## config.mk

```make
export PLATFORM = sky130hd
export DESIGN_NAME = slot_issue_seq
export DESIGN_NICKNAME = d
export VERILOG_FILES = /design/src/rtl/slot_issue_pkg.sv /design/src/rtl/issue_plan.sv /design/src/rtl/issue_slot_mux.sv /design/src/rtl/issue_fsm.sv /design/src/rtl/event_counters.sv /design/src/rtl/slot_issue_seq.sv
export SDC_FILE = /design/constraint.sdc
export NUM_CORES = 1
export LEC_CHECK = 0
export BUFFER_PORTS_ARGS = -buffer_cell sky130_fd_sc_hd__buf_2
export CORE_MARGIN = 5
export CORE_UTILIZATION = 55
export DETAILED_ROUTE_END_ITERATION = 16
export PLACE_DENSITY_LB_ADDON = 0.12
export REMOVE_ABC_BUFFERS = 1
export SYNTH_ARGS = -nofsm -noshare
export SYNTH_HDL_FRONTEND = slang
export SYNTH_SLANG_ARGS = --single-unit
```

## constraint.sdc

```tcl
create_clock -name clk -period 4.5 [get_ports clk]
set_input_delay 0.9 -clock clk [delete_from_list [all_inputs] [get_ports clk]]
set_output_delay 0.9 -clock clk [all_outputs]
set_load 0.005 [all_outputs]
```

## src/rtl/slot_issue_pkg.sv

```systemverilog
// Package: shared encodings for the dual-slot issue sequencer.
// Assumes: the format code occupies the two top bits of the word.
package slot_issue_pkg;

    typedef enum logic [1:0] {
        FMT_LONG   = 2'd0,
        FMT_RFIRST = 2'd1,
        FMT_LFIRST = 2'd2,
        FMT_PAIR   = 2'd3
    } fmt_e;

    typedef enum logic [2:0] {
        PH_LONG  = 3'd0,
        PH_SEQ_A = 3'd1,
        PH_SEQ_B = 3'd2,
        PH_CTEST = 3'd3,
        PH_CEXEC = 3'd4,
        PH_PAR   = 3'd5
    } phase_e;

    typedef enum logic [1:0] {
        ST_IDLE   = 2'd0,
        ST_FIRST  = 2'd1,
        ST_SECOND = 2'd2
    } st_e;

    localparam int EV_CYCLE = 0;
    localparam int EV_SKIP  = 1;
    localparam int EV_CTRUE = 2;
    localparam int EV_CFALS = 3;
    localparam int EV_NUM   = 4;

endpackage

```

## src/rtl/issue_plan.sv

```systemverilog
// Module: issue_plan
// Works out, from the format code and the two test-only flags, which slot
// goes first and which issue mode applies. Purely combinational.
// Assumes: when both slots are test-only, the left one is the test.
module issue_plan
    import slot_issue_pkg::*;
(
    input  fmt_e fmt,
    input  logic test_l,
    input  logic test_r,
    output logic is_long,
    output logic is_seq,
    output logic is_gated,
    output logic first_right
);
    // Resolve the issue mode and the order of the two slots.
    always_comb begin
        is_long     = (fmt == FMT_LONG);
        is_seq      = (fmt == FMT_RFIRST) || (fmt == FMT_LFIRST);
        is_gated    = (fmt == FMT_PAIR) && (test_l || test_r);
        first_right = 1'b0;
        case (fmt)
            FMT_RFIRST: first_right = 1'b1;
            FMT_LFIRST: first_right = 1'b0;
            FMT_PAIR:   first_right = !test_l && test_r;
            default:    first_right = 1'b0;
        endcase
    end
endmodule

```

## src/rtl/issue_slot_mux.sv

```systemverilog
// Module: issue_slot_mux
// Picks the payload and opcode lookup key for the slot being issued.
// Assumes: the word is laid out as {fmt, left, right}, with equal-width
// short slots and the key at the top of each instruction.
module issue_slot_mux #(
    parameter int SHORT_W = 15,
    parameter int KEY_W   = 6,
    localparam int LONG_W = 2 * SHORT_W,
    localparam int WORD_W = LONG_W + 2
) (
    input  logic [WORD_W-1:0] word,
    input  logic              is_long,
    input  logic              sel_right,
    output logic [LONG_W-1:0] payload,
    output logic [KEY_W-1:0]  key
);
    logic [SHORT_W-1:0] left_slot;
    logic [SHORT_W-1:0] right_slot;
    logic [SHORT_W-1:0] short_sel;

    // Split the word into its two short slots.
    always_comb begin
        left_slot  = word[LONG_W-1:SHORT_W];
        right_slot = word[SHORT_W-1:0];
        short_sel  = sel_right ? right_slot : left_slot;
    end

    // Form the payload and the lookup key for long or short issue.
    always_comb begin
        if (is_long) begin
            payload = word[LONG_W-1:0];
            key     = word[LONG_W-1 -: KEY_W];
        end else begin
            payload = {{SHORT_W{1'b0}}, short_sel};
            key     = short_sel[SHORT_W-1 -: KEY_W];
        end
    end
endmodule

```

## src/rtl/issue_fsm.sv

```systemverilog
// Module: issue_fsm
// Accepts a word, steps through at most two issue phases under a
// valid/ready handshake, applies cancellation by branch, by condition test
// and by trap, and raises the event strobes for the counters.
// Assumes: the feedback inputs are meaningful only on a handshake cycle.
module issue_fsm
    import slot_issue_pkg::*;
#(
    parameter int SHORT_W = 15,
    localparam int LONG_W = 2 * SHORT_W,
    localparam int WORD_W = LONG_W + 2
) (
    input  logic              clk,
    input  logic              rst_n,
    input  logic              word_valid,
    output logic              word_ready,
    input  logic [WORD_W-1:0] word_in,
    input  logic              test_only_l,
    input  logic              test_only_r,
    output logic [WORD_W-1:0] word_q,
    output logic              is_long,
    output logic              cur_right,
    output logic              iss_valid,
    input  logic              iss_ready,
    output phase_e            phase,
    input  logic              pc_changed,
    input  logic              cond_true,
    input  logic              key_miss,
    output logic              done,
    output logic              trap,
    output logic [EV_NUM-1:0] events
);
    st_e  state_q, state_d;
    logic tl_q, tr_q;
    logic is_seq, is_gated, first_right;
    logic hs, last, accept;

    issue_plan plan_i (
        .fmt         (fmt_e'(word_q[WORD_W-1 -: 2])),
        .test_l      (tl_q),
        .test_r      (tr_q),
        .is_long     (is_long),
        .is_seq      (is_seq),
        .is_gated    (is_gated),
        .first_right (first_right)
    );

    // Handshake, word acceptance and the active slot.
    always_comb begin
        word_ready = (state_q == ST_IDLE);
        iss_valid  = (state_q != ST_IDLE);
        accept     = word_valid && word_ready;
        hs         = iss_valid && iss_ready;
        cur_right  = (state_q == ST_SECOND) ? !first_right : first_right;
    end

    // Phase tag for the slot being offered.
    always_comb begin
        if (is_long)
            phase = PH_LONG;
        else if (is_seq)
            phase = (state_q == ST_SECOND) ? PH_SEQ_B : PH_SEQ_A;
        else if (is_gated)
            phase = (state_q == ST_SECOND) ? PH_CEXEC : PH_CTEST;
        else
            phase = PH_PAR;
    end

    // Decide whether this handshake retires the word.
    always_comb begin
        if (state_q == ST_FIRST)
            last = is_long || key_miss || (is_seq && pc_changed)
                   || (is_gated && !cond_true);
        else
            last = 1'b1;
        done = hs && last;
        trap = hs && key_miss;
    end

    // Event strobes for the counters.
    always_comb begin
        events = '0;
        events[EV_CYCLE] = accept || (hs && state_q == ST_SECOND && is_seq);
        events[EV_SKIP]  = hs && state_q == ST_FIRST && is_seq && pc_changed && !key_miss;
        events[EV_CTRUE] = hs && state_q == ST_FIRST && is_gated && cond_true && !key_miss;
        events[EV_CFALS] = hs && state_q == ST_FIRST && is_gated && !cond_true && !key_miss;
    end

    // Next-state selection.
    always_comb begin
        state_d = state_q;
        case (state_q)
            ST_IDLE:   if (accept) state_d = ST_FIRST;
            ST_FIRST:  if (hs) state_d = last ? ST_IDLE : ST_SECOND;
            ST_SECOND: if (hs) state_d = ST_IDLE;
            default:   state_d = ST_IDLE;
        endcase
    end

    // State register and word capture.
    always_ff @(posedge clk) begin
        if (!rst_n) begin
            state_q <= ST_IDLE;
            word_q  <= '0;
            tl_q    <= 1'b0;
            tr_q    <= 1'b0;
        end else begin
            state_q <= state_d;
            if (accept) begin
                word_q <= word_in;
                tl_q   <= test_only_l;
                tr_q   <= test_only_r;
            end
        end
    end
endmodule

```

## src/rtl/event_counters.sv

```systemverilog
// Module: event_counters
// A bank of wrapping event counters, one per strobe bit.
// Assumes: each strobe is at most one count per clock.
module event_counters #(
    parameter int NUM   = 4,
    parameter int CNT_W = 16
) (
    input  logic                      clk,
    input  logic                      rst_n,
    input  logic [NUM-1:0]            inc,
    output logic [NUM-1:0][CNT_W-1:0] cnt
);
    for (genvar g = 0; g < NUM; g++) begin : g_cnt
        // One counter: clear on reset, add one on its strobe.
        always_ff @(posedge clk) begin
            if (!rst_n)
                cnt[g] <= '0;
            else if (inc[g])
                cnt[g] <= cnt[g] + 1'b1;
        end
    end
endmodule

```

## src/rtl/slot_issue_seq.sv

```systemverilog
// Module: slot_issue_seq (top)
// Dual-slot instruction issue sequencer: decodes the word format, issues
// long or short slots to execute, and keeps cycle and event counters.
// Assumes: opcode classification and lookup happen outside; their results
// arrive as test_only_l/test_only_r with the word and key_miss at issue.
module slot_issue_seq
    import slot_issue_pkg::*;
#(
    parameter int SHORT_W = 15,
    parameter int KEY_W   = 6,
    parameter int CNT_W   = 16,
    localparam int LONG_W = 2 * SHORT_W,
    localparam int WORD_W = LONG_W + 2
) (
    input  logic              clk,
    input  logic              rst_n,
    input  logic              word_valid,
    output logic              word_ready,
    input  logic [WORD_W-1:0] word_in,
    input  logic              test_only_l,
    input  logic              test_only_r,
    output logic              iss_valid,
    input  logic              iss_ready,
    output logic              iss_slot,
    output logic              iss_long,
    output logic [2:0]        iss_phase,
    output logic [LONG_W-1:0] iss_payload,
    output logic [KEY_W-1:0]  iss_key,
    input  logic              pc_changed,
    input  logic              cond_true,
    input  logic              key_miss,
    output logic              done,
    output logic              trap,
    output logic [CNT_W-1:0]  cnt_cycles,
    output logic [CNT_W-1:0]  cnt_skip,
    output logic [CNT_W-1:0]  cnt_cond_true,
    output logic [CNT_W-1:0]  cnt_cond_false
);
    logic [WORD_W-1:0]            word_q;
    logic                         is_long, cur_right;
    phase_e                       phase;
    logic [EV_NUM-1:0]            events;
    logic [EV_NUM-1:0][CNT_W-1:0] cnt;

    issue_fsm #(.SHORT_W(SHORT_W)) fsm_i (
        .clk         (clk),
        .rst_n       (rst_n),
        .word_valid  (word_valid),
        .word_ready  (word_ready),
        .word_in     (word_in),
        .test_only_l (test_only_l),
        .test_only_r (test_only_r),
        .word_q      (word_q),
        .is_long     (is_long),
        .cur_right   (cur_right),
        .iss_valid   (iss_valid),
        .iss_ready   (iss_ready),
        .phase       (phase),
        .pc_changed  (pc_changed),
        .cond_true   (cond_true),
        .key_miss    (key_miss),
        .done        (done),
        .trap        (trap),
        .events      (events)
    );

    issue_slot_mux #(.SHORT_W(SHORT_W), .KEY_W(KEY_W)) mux_i (
        .word      (word_q),
        .is_long   (is_long),
        .sel_right (cur_right),
        .payload   (iss_payload),
        .key       (iss_key)
    );

    event_counters #(.NUM(EV_NUM), .CNT_W(CNT_W)) cnt_i (
        .clk   (clk),
        .rst_n (rst_n),
        .inc   (events),
        .cnt   (cnt)
    );

    // Present the slot descriptor and counter values on the ports.
    always_comb begin
        iss_slot       = cur_right && !is_long;
        iss_long       = is_long;
        iss_phase      = phase;
        cnt_cycles     = cnt[EV_CYCLE];
        cnt_skip       = cnt[EV_SKIP];
        cnt_cond_true  = cnt[EV_CTRUE];
        cnt_cond_false = cnt[EV_CFALS];
    end
endmodule

```

# [Yosys cells after proc, flatten, opt, wreduce, memory -nomap -nowiden]
# Index checks and enable logic that the tools add are counted.
[op_classes] addsub=4 eq_ne=8 muxes=16 reduce_logical=35
[ops] cell="adder 16 x 1 -> 16 bit (second input constant)" count=4
[ops] cell="2-to-1 mux 30 bit" count=1
[ops] cell="logical AND 1 bit" count=20
[ops] cell="2-to-1 mux 15 bit" count=1
[ops] cell="2-to-1 mux 3 bit" count=4
[ops] cell="2-to-1 mux 2 bit" count=5
[ops] cell="== test 2 bit (second input constant)" count=3
[ops] cell="logical OR 1 bit" count=6
[ops] cell="2-to-1 mux 6 bit" count=1
[ops] cell="!= test 2 x 1 -> 1 bit (second input constant)" count=3
[ops] cell="one-hot mux 2 bit (3 select lines)" count=1
[ops] cell="logical NOT 1 bit" count=5
[ops] cell="== test 2 x 1 -> 1 bit (second input constant)" count=2
[ops] cell="logical NOT 2 bit" count=2
[ops] cell="AND reduction 3 bit" count=1
[ops] cell="2-to-1 mux 1 bit" count=2
[ops] cell="one-hot mux 1 bit (2 select lines)" count=1
[ops] cell="nonzero test 2 bit" count=1
[word_totals] reg_bits=100

# [Longest topological paths before layout]
# Gate-level depths: netlist of the first run.
[logic_depth] ltp_word=9 depth_mapped=7

# [By module]
# From an unflattened synthesis of the first run, not the netlist that was laid out.
[unflattened] cells_unflattened=558 hier_area_um2=4870.9
[modules_own_cells] mod="event_counters" n_inst=1 cells_per_inst=325 area_each_um2=2857.7 seq_area_each_um2=1281.2
[modules_own_cells] mod="issue_fsm" n_inst=1 cells_per_inst=183 area_each_um2=1529.0 seq_area_each_um2=720.7
[modules_own_cells] mod="issue_slot_mux" n_inst=1 cells_per_inst=41 area_each_um2=405.4 seq_area_each_um2=0.0
[modules_own_cells] mod="issue_plan" n_inst=1 cells_per_inst=8 area_each_um2=65.1 seq_area_each_um2=0.0
[modules_own_cells] mod="slot_issue_seq" n_inst=1 cells_per_inst=1 area_each_um2=13.8 seq_area_each_um2=0.0

# [Least setup slack after synthesis of the first run]
# OpenSTA, ideal clock, no wires.
[synth_path] path_type="reg2out" startpoint="reg fsm_i.word_q[30]" endpoint="out iss_payload[10]" arrival_ns=1.888 required_ns=3.600 setup_slack_ns=1.712 path_stages_with_launch=6 cell_sequence="dfxtp_1 ha_1 a31oi_1 mux2i_1 buf_2 mux2_2"
[synth_via] elab_chain_cells=6 elab_cells_between_ends=8 cone_classes="eq/ne: 2; mux: 4; reduce/logical: 2"
[synth_lines] element="start, declared" line_no="issue_fsm.sv:20" source="output logic [WORD_W-1:0] word_q,"
[synth_lines] element="start signal, assigned" line_no="issue_fsm.sv:110" source="word_q <= word_in;"
[synth_lines] element="== test 2 bit / == test 2 x 1 -> 1 bit (equally long branches)" line_no="issue_plan.sv:22" source="case (fmt)"
[synth_lines] element="one-hot mux 1 bit (2 select lines)" line_no="issue_plan.sv:22"
[synth_lines] element="logical NOT 1 bit" line_no="issue_fsm.sv:54" source="cur_right = (state_q == ST_SECOND) ? !first_right : first_right;"
[synth_lines] element="2-to-1 mux 1 bit" line_no="issue_fsm.sv:54"
[synth_lines] element="2-to-1 mux 15 bit" line_no="issue_slot_mux.sv:25" source="short_sel = sel_right ? right_slot : left_slot;"
[synth_lines] element="2-to-1 mux 30 bit *" line_no="issue_slot_mux.sv:30" source="if (is_long) begin"
[synth_lines] element="end, declared" line_no="slot_issue_seq.sv:27" source="output logic [LONG_W-1:0] iss_payload,"
# Every way passes the cells marked *; elsewhere a longest branch is shown, timed or not.

# [Worst setup path after layout of the first run]
[layout_path] startpoint="reg fsm_i.word_q[31]" endpoint="out iss_key[1]"
[layout_via] elab_chain_cells=6 elab_cells_between_ends=8 cone_classes="eq/ne: 2; mux: 4; reduce/logical: 2"
[layout_lines] element="== test 2 bit / == test 2 x 1 -> 1 bit (equally long branches)" line_no="issue_plan.sv:22"
[layout_lines] element="one-hot mux 1 bit (2 select lines)" line_no="issue_plan.sv:22"
[layout_lines] element="logical NOT 1 bit" line_no="issue_fsm.sv:54"
[layout_lines] element="2-to-1 mux 1 bit" line_no="issue_fsm.sv:54"
[layout_lines] element="2-to-1 mux 15 bit" line_no="issue_slot_mux.sv:25"
[layout_lines] element="2-to-1 mux 6 bit *" line_no="issue_slot_mux.sv:30"
[layout_lines] element="end, declared" line_no="slot_issue_seq.sv:28" source="output logic [KEY_W-1:0] iss_key,"
# Marks and branches as above.

==> results of run 1 <==
-- where the power goes --
| part | internal [mW] | leakage (nW) | total [mW] | switching, mW |
|---|---|---|---|---|
| combinational | 0.0776 | 1.50 | 0.174 | 0.0963 |
| sequential | 0.906 | 0.811 | 0.926 | 0.0199 |
| clock | 0.275 | 0.0938 | 0.573 | 0.298 |
-- state kept, by name, summed over array words and instances (netlist names) --
name and count:
cnt_i.cnt 64, fsm_i.word_q 32, fsm_i.state_q 2, fsm_i.tl_q 1, fsm_i.tr_q 1
-- stage by stage --
| step | setup WS, ns | hold slack [ns] | std cells | total power, mW |
|---|---|---|---|---|
| 2_1_floorplan | 1.45 | 0.433 | 541 | 1.04 |
| 3_3_place_gp | 1.39 | 0.439 | 800 | 1.11 |
| 3_5_place_dp | 1.25 | 0.451 | 800 | 1.12 |
| 4_1_cts | 0.850 | 0.464 | 816 | 1.69 |
| 5_1_grt | 0.681 | 0.492 | 816 | 1.75 |
| 6_report | 0.890 | 0.468 | 816 | 1.67 |
-- kinds of logic after synthesis --
group                      Yosys count  synth area share [%]
muxes                               26                  6.06
adders and majority gates            7                  1.84
buffers and inverters               47                  3.95
DFF                                100                  42.2
and+or+nand+nor                    250                  27.1
xor gates and xnor gates            26                  4.80
AOI/OAI and AO/OA                  117                  14.1
-- metal layers --
metal	GRT usage [%]	up-vias	wire length, um
met2	38.2	159	5830
met1	30.0	2132	5420
met4	8.47	0	214
met5	0	-	0
li1	-	2311	-
met3	5.68	19	938
-- worst max-delay path by stage --
stage,startpoint,endpoint,slack [ns]
final,fsm_i.word_q[31]$_SDFFE_PN0P_,iss_key[1],0.89
after CTS,fsm_i.word_q[31]$_SDFFE_PN0P_,iss_key[1],0.85
after floorplan,fsm_i.word_q[31]$_SDFFE_PN0P_,iss_payload[0],1.45
after global routing,fsm_i.word_q[31]$_SDFFE_PN0P_,iss_key[2],0.68
after detailed placement,fsm_i.word_q[31]$_SDFFE_PN0P_,iss_key[1],1.25
after global placement,fsm_i.word_q[31]$_SDFFE_PN0P_,iss_key[1],1.39
-- cell usage in the layout, fill, tap and decap left out, types with 10 or more instances in the layout --
master,Yosys,final
xnor2_1,19,19
nand4_1,14,14
dfxtp_1,100,100
clkbuf_8,0,10
inv_1,14,14
o21ai_0,15,15
o31ai_1,17,17
or3_1,17,17
nand2_1,91,91
or4_1,17,17
nor2_1,36,36
nand3_1,18,18
and2_1,18,18
mux2_2,22,22
buf_2,3,149
a21oi_1,71,71
-- worst register-to-register path: cells and delay by family (launching register included) --
family	cells	cell delay, ns
and+or+nand+nor	2	0.85
AOI/OAI and AO/OA	2	0.53
adders and majority gates	1	0.41
DFF	1	0.39
buffers and inverters	1	0.06
-- layout make-up --
class / count / area [um2]
clock buffers: 13 / 149
inverters: 15 / 56.3
repair buffers: 154 / 783
multi-input cells: 426 / 2560
flip-flops and latches: 100 / 2000
fillers: 717 / 2570
clock inverters: 3 / 46.3
well taps: 105 / 131
-- synthesized netlist by cell type, types with 2 or more instances --
master	number
a21oi_1	71
inv_1	14
mux2_2	22
mux2i_1	4
nor4b_1	2
xor2_1	7
nand3_1	18
o211ai_1	3
nor4_1	7
nand2b_1	4
clkbuf_1	24
or4b_1	2
nor3_1	6
and4_1	7
xnor2_1	19
dfxtp_1	100
nor2_1	36
nand4_1	14
buf_1	4
o21ai_0	15
a211oi_1	2
and2_1	18
or2_2	2
nand2_1	91
o31ai_1	17
and3_1	3
buf_2	3
or3_1	17
or4_1	17
ha_1	7
o41ai_1	3
==> results.ini, run 1 <==
[worst_setup_path]
start_kind = flip-flop
critPathMaxFanout = 22
worstPathCellList = inv_1 -> ha_1 -> nor2_1 -> mux2i_1 -> mux2_2 -> buf_2
required_ns = 3.60
crit_type = reg -> out
worst-path-stages = 6
reg2reg_from = fsm_i.word_q[30]$_SDFFE_PN0P_
crit_family = multiplexers
cp.buffers_inverters = 2
r2r-end = cnt_i.cnt[14]$_SDFFE_PN0P_
end_kind = output pin
cp_slowest_stage_delay_ns = 0.67
arrival_ns = 2.71
worst_path_max_delay_cell = mux2i_1
r2r_cells = 6
regToRegSetupSlack_ns = 2.21

[sta]
rsz0062_at_grt = no
fin_worst_skew_ns = 0.0149
finalMaxSlewViolations = 0
worst_pin_slew_ns = 1.19
setup_tns_ns = 0
fmax_mhz = 277
period_share_pct = 80.2
finalSetupViolCount = 0
relSlewSlack_pct = 20.5
hold_viol_final = 0
min_period_ns = 3.61

[clocking]
cts_setup_buffers = 0
post_cts_resized = 0
cts_buffers = 9
clock_path_buffers = 2
cts.sinks = 100
path_clk_slew_ns = 0.09
ctsHtreeMaxLevel = 3
postCtsHoldBufs = 0
cts_root_buffer = clkbuf_8
clk_latency_ns = 0.36
cts_tree = done

[finish]
final_cell_area_um2 = 5730
final_util_pct = 69.0
final_layout_size_suffix_gt1_share_pct = 27.3
area_growth_pct = 20.6
nets = 754
num_antenna_cells = 0

[synthesis]
synth_area_leader_cell = dfxtp_1
synth.top_cell.area_share_pct = 42.2
synth-edff-count = 0
yosys_warnings = 0
synthArstFlopShare_pct = 0
syn_inst = 573
synth_area_leaders = dfxtp_1 (42%), a21oi_1 (7.5%), nand2_1 (7.2%), mux2_2 (5.2%), xnor2_1 (3.5%)
syn_area_per_cell_um2 = 8.29
synth-seq-cells = 100
ys.flop_type = dfxtp_1
synth-seq-area-share_pct = 42.2
synth_cell_types = 45
syn_area_um2 = 4750

[global_route]
grt_first_pass_wirelength_um = 20000
overflow = 0
grt_max_degree = 53
track_usage_pct = 23.4
first_global_vias = 4397
antenna_found_initial = 0

[placement]
placed_area_um2 = 5530
io_buffers = 149
hpwl_um = 8970
gp_congestion = 0.899

[floorplanning]
row_count = 33
core_area_um2 = 8300
ios = 150
die-width_um = 103
start_util_pct = 57.2
die-area_um2 = 10600
die_h_um = 103

[hold_path]
hp-class = reg -> reg
hold_end = fsm_i.word_q[1]$_SDFFE_PN0P_
min_from = fsm_i.word_q[1]$_SDFFE_PN0P_
min_path_cells = 2

[routing]
viasPerCell = 5.66
dr.pass1.iters = 4
wire_per_inst_um = 15.2
drt_iter0_drc = 247
ant_nets = 0
num_vias = 4621
drcViolationCount = 0
wirelength_um = 12400

[power_and_ir_drop]
irDropWorstVdd_v = 0.000158
p_leak_nw = 2.41
powerDensity_nw_per_um2 = 292

[flow_run]
max-cap-violations = 0

[outcome]
status = finished clean

Note: power is estimated with default switching activity, not from simulation.
==> run 2: changes to the inputs <==
--- a/config.mk
+++ b/config.mk
@@ -5,9 +5,10 @@
 export SDC_FILE = /design/constraint.sdc
 export NUM_CORES = 1
 export LEC_CHECK = 0
+export ABC_AREA = 1
 export BUFFER_PORTS_ARGS = -buffer_cell sky130_fd_sc_hd__buf_2
 export CORE_MARGIN = 5
-export CORE_UTILIZATION = 55
+export CORE_UTILIZATION = 47
 export DETAILED_ROUTE_END_ITERATION = 16
 export PLACE_DENSITY_LB_ADDON = 0.12
 export REMOVE_ABC_BUFFERS = 1
==> constraint.sdc (replaced) <==
create_clock -name clk -period 3.1 [get_ports clk]
set_input_delay 0.62 -clock clk [delete_from_list [all_inputs] [get_ports clk]]
set_output_delay 0.62 -clock clk [all_outputs]
set_load 0.005 [all_outputs]
==> results.ini, run 2 <==
[routing]
drt_iter0_drc = 429  ; was 247
viasPerCell = 4.84  ; was 5.66
drcViolationCount = 0  ; unchanged
dr.pass1.iters = 4  ; unchanged
wirelength_um = 13200  ; was 12400 um
wire_per_inst_um = 12.2  ; was 15.2 um
num_vias = 5252  ; was 4621
ant_nets = 0  ; unchanged

[flow_run]
max-cap-violations = 0  ; unchanged

[global_route]
first_global_vias = 4666  ; was 4397
grtUsageMet3_pct = 4.23  ; was 5.68%
overflow = 0  ; unchanged
use_met1_pct = 26.9  ; was 30.0%
busiest_layer = met2  ; unchanged
track_usage_pct = 20.3  ; was 23.4%
grt_max_degree = 46  ; was 53
antenna_found_initial = 0  ; unchanged
grt_first_pass_wirelength_um = 21900  ; was 20000 um
gr-usage-met2_pct = 33.4  ; was 38.2%

[worst_setup_path]
cp-startpoint = fsm_i.word_q[30]$_SDFFE_PN0P_  ; was fsm_i.word_q[31]$_SDFFE_PN0P_
required_ns = 2.48  ; was 3.60 ns
r2r_cells = 10  ; was 6
crit_type = reg -> out  ; unchanged
r2r-end = cnt_i.cnt[11]$_SDFFE_PN0P_  ; was cnt_i.cnt[14]$_SDFFE_PN0P_
critPathMaxFanout = 12  ; was 22
start_kind = flip-flop  ; unchanged
arrival_ns = 2.04  ; was 2.71 ns
regToRegSetupSlack_ns = 1.31  ; was 2.21 ns
reg2reg_from = fsm_i.word_q[30]$_SDFFE_PN0P_  ; unchanged
crit_end = iss_key[5]  ; was iss_key[1]
end_kind = output pin  ; unchanged

[sta]
period_share_pct = 85.8
worst_slack_ns = 0.439  ; was 0.890 ns
rsz0062_at_grt = no  ; unchanged
worst_pin_slew_ns = 0.849  ; was 1.19 ns
relSlewSlack_pct = 43.4  ; was 20.5%
hold_viol_final = 0  ; unchanged
fmax_mhz = 376
finalMaxSlewViolations = 0  ; unchanged
finalSetupViolCount = 0  ; unchanged
setup_tns_ns = 0  ; unchanged
min_period_ns = 2.66
fin_worst_skew_ns = 0.00696  ; was 0.0149 ns

[finish]
final_layout_size_suffix_gt1_share_pct = 19.6  ; was 27.3%
largest-register = cnt_i.cnt  ; unchanged
num_antenna_cells = 0  ; unchanged
layout_commonest_cell = nand2_1  ; was buf_2
instances_no_fill = 1086  ; was 816
largest_reg_flops = 64  ; unchanged
nets = 989  ; was 754
mostFrequentLayoutCells = nand2_1 (190), nor2_1 (160), buf_2 (149), dfxtp_1 (100), inv_1 (96)  ; was buf_2 (149), dfxtp_1 (100), nand2_1 (91), a21oi_1 (71), nor2_1 (36)
reg_top3 = cnt_i.cnt x64, fsm_i.word_q x32, fsm_i.state_q x2  ; unchanged
area_growth_pct = 20.2  ; was 20.6%

[synthesis]
yosys-top-cells-count = nand2_1 (191), nor2_1 (160), dfxtp_1 (100), inv_1 (96), a21oi_1 (51)  ; was dfxtp_1 (100), nand2_1 (91), a21oi_1 (71), nor2_1 (36), clkbuf_1 (24)
synth_cell_types = 27  ; was 45
syn_area_um2 = 5100  ; was 4750 um2
syn_area_per_cell_um2 = 6.36  ; was 8.29 um2
synth-edff-count = 0  ; unchanged
ys.flop_type = dfxtp_1  ; unchanged
yosys_warnings = 0  ; unchanged
synth-seq-area-share_pct = 39.2  ; was 42.2%
synthArstFlopShare_pct = 0  ; unchanged
synth_area_leaders = dfxtp_1 (39%), nand2_1 (14%), nor2_1 (12%), inv_1 (7.1%), a21oi_1 (5.0%)  ; was dfxtp_1 (42%), a21oi_1 (7.5%), nand2_1 (7.2%), mux2_2 (5.2%), xnor2_1 (3.5%)
synth.top_cell.area_share_pct = 39.2  ; was 42.2%
synth-seq-cells = 100  ; unchanged
syn_inst = 802  ; was 573
synth_area_leader_cell = dfxtp_1  ; unchanged
post-synth-top-count-cell = nand2_1  ; was dfxtp_1

[floorplanning]
die-area_um2 = 13000  ; was 10600 um2
row_count = 38  ; was 33
die-width_um = 114  ; was 103 um
core_area_um2 = 10700  ; was 8300 um2
ios = 150  ; unchanged
die_h_um = 114  ; was 103 um
start_util_pct = 47.5  ; was 57.2%

[clocking]
ctsHtreeMaxLevel = 3  ; unchanged
path_clk_slew_ns = 0.10  ; was 0.09 ns
cts.sinks = 100  ; unchanged
clk_latency_ns = 0.36  ; about the same
cts_buffers = 9  ; unchanged
cts_tree = done  ; unchanged
cts_root_buffer = clkbuf_8  ; unchanged
cts_setup_buffers = 0  ; unchanged
clock_path_buffers = 2  ; unchanged

[placement]
post-place-ws_ns = 0.637  ; was 1.25 ns
dp_cells = 1070  ; was 800
io_buffers = 149  ; unchanged
hpwl_um = 9730  ; was 8970 um
gp_congestion = 0.864  ; was 0.899

[power_and_ir_drop]
seqPwrFrac_pct = 53.7  ; was 55.4%
power_switching_mw = 0.692  ; was 0.414 mW
p_leak_nw = 2.97  ; was 2.41 nW
irDropWorstVdd_v = 0.000253  ; was 0.000158 V
p_comb_share_pct = 13.7  ; was 10.4%
powerDensity_nw_per_um2 = 412  ; was 292 nW/um2
p_int_mw = 1.83  ; was 1.26 mW
sw_frac_of_total_pct = 27.4  ; was 24.8%
pwr-share-clk_pct = 32.6  ; was 34.2%

[outcome]
status = finished clean  ; unchanged

[hold_path]
hp-class = reg -> reg  ; unchanged

## run 2: worst min-delay path by stage
stage	start	to	slack [ns]	depth (start not counted)
detailed placement	cnt_i.cnt[18]$_SDFFE_PN0P_	cnt_i.cnt[18]$_SDFFE_PN0P_	0.47	2
finish	cnt_i.cnt[18]$_SDFFE_PN0P_	cnt_i.cnt[18]$_SDFFE_PN0P_	0.48	2
CTS	cnt_i.cnt[18]$_SDFFE_PN0P_	cnt_i.cnt[18]$_SDFFE_PN0P_	0.48	2
global placement	cnt_i.cnt[18]$_SDFFE_PN0P_	cnt_i.cnt[18]$_SDFFE_PN0P_	0.46	2
floorplan	fsm_i.tr_q$_SDFFE_PN0P_	fsm_i.tr_q$_SDFFE_PN0P_	0.44	2
global route	word_in[4]	fsm_i.word_q[4]$_SDFFE_PN0P_	0.51	3
## run 2: what timing repair did
| item | 4_1_cts | 5_1_grt |
|---|---|---|
| gates resized for setup | 0 | 1 |
| endpoints found under the hold margin | 0 | 0 |
| endpoints found under the setup margin | 0 | 5 |
| hold buffers | 0 | 0 |
## run 2: power groups by stage
stage	registers [mW]	clock network [mW]	logic (mW)
after floorplan	1.38	0	0.189
after global placement	1.39	0	0.344
after detailed placement	1.39	0	0.350
after CTS	1.36	0.855	0.351
after global routing	1.36	0.905	0.400
final	1.36	0.824	0.347
## run 2: per-stage QoR
stage / power [mW] / hold slack (ns) / utilization, % / cell area, um2
detailed placement: 1.74 / 0.468 / 55.3 / 5950
global placement: 1.73 / 0.464 / 55.3 / 5950
floorplan: 1.57 / 0.444 / - / 4970
finish: 2.53 / 0.478 / 57.1 / 6130
global route: 2.67 / 0.506 / 57.1 / 6130
CTS: 2.56 / 0.482 / 57.0 / 6130
## run 2: logic make-up (layout without fill, tap and decap cells)
logic type / count (synthesis) / after routing / share of synthesized area, %
and+or+nand+nor: 433 / 433 / 34.8
xor gates and xnor gates: 10 / 10 / 1.72
DFF: 100 / 100 / 39.2
buffers and inverters: 127 / 271 / 9.81
adders and majority gates: 7 / 7 / 1.72
AOI/OAI and AO/OA: 125 / 125 / 12.7
## run 2: critical path, cell delays in order (launching register included)
cell	delay, ns
dfxtp_1	0.37
ha_1	0.19
nand3_1	0.11
nand2_1	0.07
nand2_1	0.04
nand2_1	0.12
buf_4	0.18
nor2_1	0.06
inv_1	0.25
nand2_1	0.08
o21ai_1	0.08
buf_2	0.12
## run 2: layout make-up
cell class,instances,area [um2]
clock buffer,11,131
clock inverter,5,52.6
fill,1110,4610
inverter,99,372
multi-input combinational,575,2600
sequential,100,2000
tap,140,175
timing repair buffer,156,798
## run 2: metal layers
layer | share of wire (%) | vias up | routed length [um]
met5 | 0 | - | 0
met2 | 45 | 131 | 5900
met1 | 48 | 2300 | 6290
met3 | 6.0 | 19 | 798
met4 | 1.7 | 0 | 225
li1 | - | 2802 | -
==> run 3: changes to the inputs <==
--- a/config.mk
+++ b/config.mk
@@ -5,10 +5,9 @@
 export SDC_FILE = /design/constraint.sdc
 export NUM_CORES = 1
 export LEC_CHECK = 0
-export ABC_AREA = 1
 export BUFFER_PORTS_ARGS = -buffer_cell sky130_fd_sc_hd__buf_2
 export CORE_MARGIN = 5
-export CORE_UTILIZATION = 47
+export CORE_UTILIZATION = 46
 export DETAILED_ROUTE_END_ITERATION = 16
 export PLACE_DENSITY_LB_ADDON = 0.12
 export REMOVE_ABC_BUFFERS = 1
==> results.ini, run 3 (same netlist as run 1, synthesis figures left out) <==
[outcome]
status = finished clean  ; unchanged

[global_route]
grt_first_pass_wirelength_um = 20800  ; was 21900 um
first_global_vias = 4303  ; was 4666
antenna_found_initial = 0  ; unchanged
track_usage_pct = 19.7  ; was 20.3%
overflow = 0  ; unchanged
grt_max_degree = 45  ; was 46

[clocking]
post_cts_resized = 1  ; was 0
cts_setup_buffers = 0  ; unchanged
clk_latency_ns = 0.36  ; about the same
cts_root_buffer = clkbuf_8  ; unchanged
path_clk_slew_ns = 0.10  ; about the same
postCtsHoldBufs = 0  ; unchanged
clock_path_buffers = 2  ; unchanged
cts.sinks = 100  ; unchanged
cts_tree = done  ; unchanged
ctsHtreeMaxLevel = 3  ; unchanged
cts_buffers = 9  ; unchanged

[finish]
area_growth_pct = 21.9  ; was 20.2%
layout_commonest_cell = buf_2  ; was nand2_1
final_cell_area_um2 = 5790  ; was 6130 um2
final_layout_size_suffix_gt1_share_pct = 28.1  ; was 19.6%
largest_reg_flops = 64  ; unchanged
instances_no_fill = 849  ; was 1086
nets = 756  ; was 989
largest-register = cnt_i.cnt  ; unchanged
reg_top3 = cnt_i.cnt x64, fsm_i.word_q x32, fsm_i.state_q x2  ; unchanged
mostFrequentLayoutCells = buf_2 (149), dfxtp_1 (100), nand2_1 (91), a21oi_1 (71), nor2_1 (36)  ; was nand2_1 (190), nor2_1 (160), buf_2 (149), dfxtp_1 (100), inv_1 (96)
num_antenna_cells = 0  ; unchanged

[worst_setup_path]
cp.buffers_inverters = 2  ; was 3
required_ns = 2.48  ; about the same
end_kind = output pin  ; unchanged
critPathMaxFanout = 15  ; was 12
worstPathCellList = ha_1 -> a31oi_1 -> mux2i_2 -> buf_4 -> mux2_2 -> buf_2  ; was ha_1 -> nand3_1 -> nand2_1 -> nand2_1 -> nand2_1 -> buf_4 -> nor2_1 -> inv_1 -> nand2_1 -> o21ai_1 -> buf_2
start_kind = flip-flop  ; unchanged
worst_path_max_delay_cell = mux2_2  ; was dfxtp_1
crit_family = multiplexers  ; was buffers and inverters
arrival_ns = 2.30  ; was 2.04 ns
crit_type = reg -> out  ; unchanged
cp_slowest_stage_delay_ns = 0.37  ; about the same

[power_and_ir_drop]
irDropWorstVdd_v = 0.000235  ; was 0.000253 V
total_power_mw = 2.42  ; was 2.53 mW
powerDensity_nw_per_um2 = 419  ; was 412 nW/um2
p_leak_nw = 2.42  ; was 2.97 nW

[routing]
ant_nets = 0  ; unchanged
wirelength_um = 12200  ; was 13200 um
wire_per_inst_um = 14.4  ; was 12.2 um
viasPerCell = 5.32  ; was 4.84
dr.pass1.iters = 4  ; unchanged
num_vias = 4520  ; was 5252
drcViolationCount = 0  ; unchanged
drt_iter0_drc = 251  ; was 429

[placement]
hpwl_um = 8770  ; was 9730 um
gp_congestion = 0.800  ; was 0.864
placed_area_um2 = 5590  ; was 5950 um2
io_buffers = 149  ; unchanged
dp_cells = 833  ; was 1070

[sta]
finalSetupViolCount = 0  ; unchanged
hold_viol_final = 0  ; unchanged
rsz0062_at_grt = no  ; unchanged
fin_worst_skew_ns = 0.00673  ; was 0.00696 ns
worst_pin_slew_ns = 0.760  ; was 0.849 ns
period_share_pct = 94.1  ; was 85.8%
hold-worst-slack_ns = 0.465  ; was 0.478 ns
fmax_mhz = 343  ; was 376 MHz
setup_tns_ns = 0  ; unchanged
finalMaxSlewViolations = 0  ; unchanged
min_period_ns = 2.92  ; was 2.66 ns
relSlewSlack_pct = 48.6  ; was 43.4%

[floorplanning]
die-width_um = 112  ; was 114 um
start_util_pct = 46.6  ; was 47.5%
die-area_um2 = 12500  ; was 13000 um2
row_count = 37  ; was 38
die_h_um = 112  ; was 114 um
core_area_um2 = 10200  ; was 10700 um2
ios = 150  ; unchanged

[flow_run]
max-cap-violations = 0  ; unchanged

[hold_path]
hp-class = reg -> reg  ; unchanged

run 3: cell count changes in the layout (fill, tap and decap cells not counted), sizes merged, moves of 19 or more:
cell,delta
nor2,-129
nand2,-105
inv,-84
o21ai,-48
nand3,-30
mux2,+22
a21oi,+20
xnor2,+19
run 3: area by class of cell:
| type | count | area (um2) |
|---|---|---|
| Inverter | 15 | 56.3 |
| Clock buffer | 14 | 183 |
| Multi-Input combinational cell | 426 | 2560 |
| Timing Repair Buffer | 156 | 798 |
| Fill cell | 1005 | 4390 |
| Tap cell | 136 | 170 |
| Clock inverter | 2 | 16.3 |
| Sequential cell | 100 | 2000 |
run 3: power by group:
part	switching, mW	internal [mW]	total, mW
Combinational	0.138	0.116	0.253
Sequential	0.0255	1.32	1.34
Clock	0.448	0.383	0.830
Total	0.611	1.81	2.42
run 3: tightest hold or removal path, cell delays in order, from the launching register on:
cell and delay [ns]:
dfxtp_1 0.32, nand2_1 0.05, a21oi_1 0.05
run 3: per-layer routing:
layer	vias to the layer above	share of wire, %	GRT usage [%]
li1	2308	-	-
met1	2072	46	25.3
met2	125	46	32.6
met3	15	6.7	5.54
met4	0	1.4	5.60
met5	-	0	0
run 3: through the flow:
stage	worst slack [ns]	util, %
2_1_floorplan	0.327	-
3_3_place_gp	0.454	54.9
3_5_place_dp	0.355	54.9
4_1_cts	0.144	56.9
5_1_grt	0.0354	56.9
6_report	0.182	56.9
run 3: worst paths after layout:
check | from | cells past startpoint | end | slack (ns)
max | fsm_i.word_q[30]$_SDFFE_PN0P_ | 6 | iss_payload[4] | 0.18
min | fsm_i.word_q[8]$_SDFFE_PN0P_ | 2 | fsm_i.word_q[8]$_SDFFE_PN0P_ | 0.46
max reg2reg | fsm_i.word_q[30]$_SDFFE_PN0P_ | 6 | cnt_i.cnt[14]$_SDFFE_PN0P_ | 0.84
min reg2reg | fsm_i.word_q[8]$_SDFFE_PN0P_ | 2 | fsm_i.word_q[8]$_SDFFE_PN0P_ | 0.46
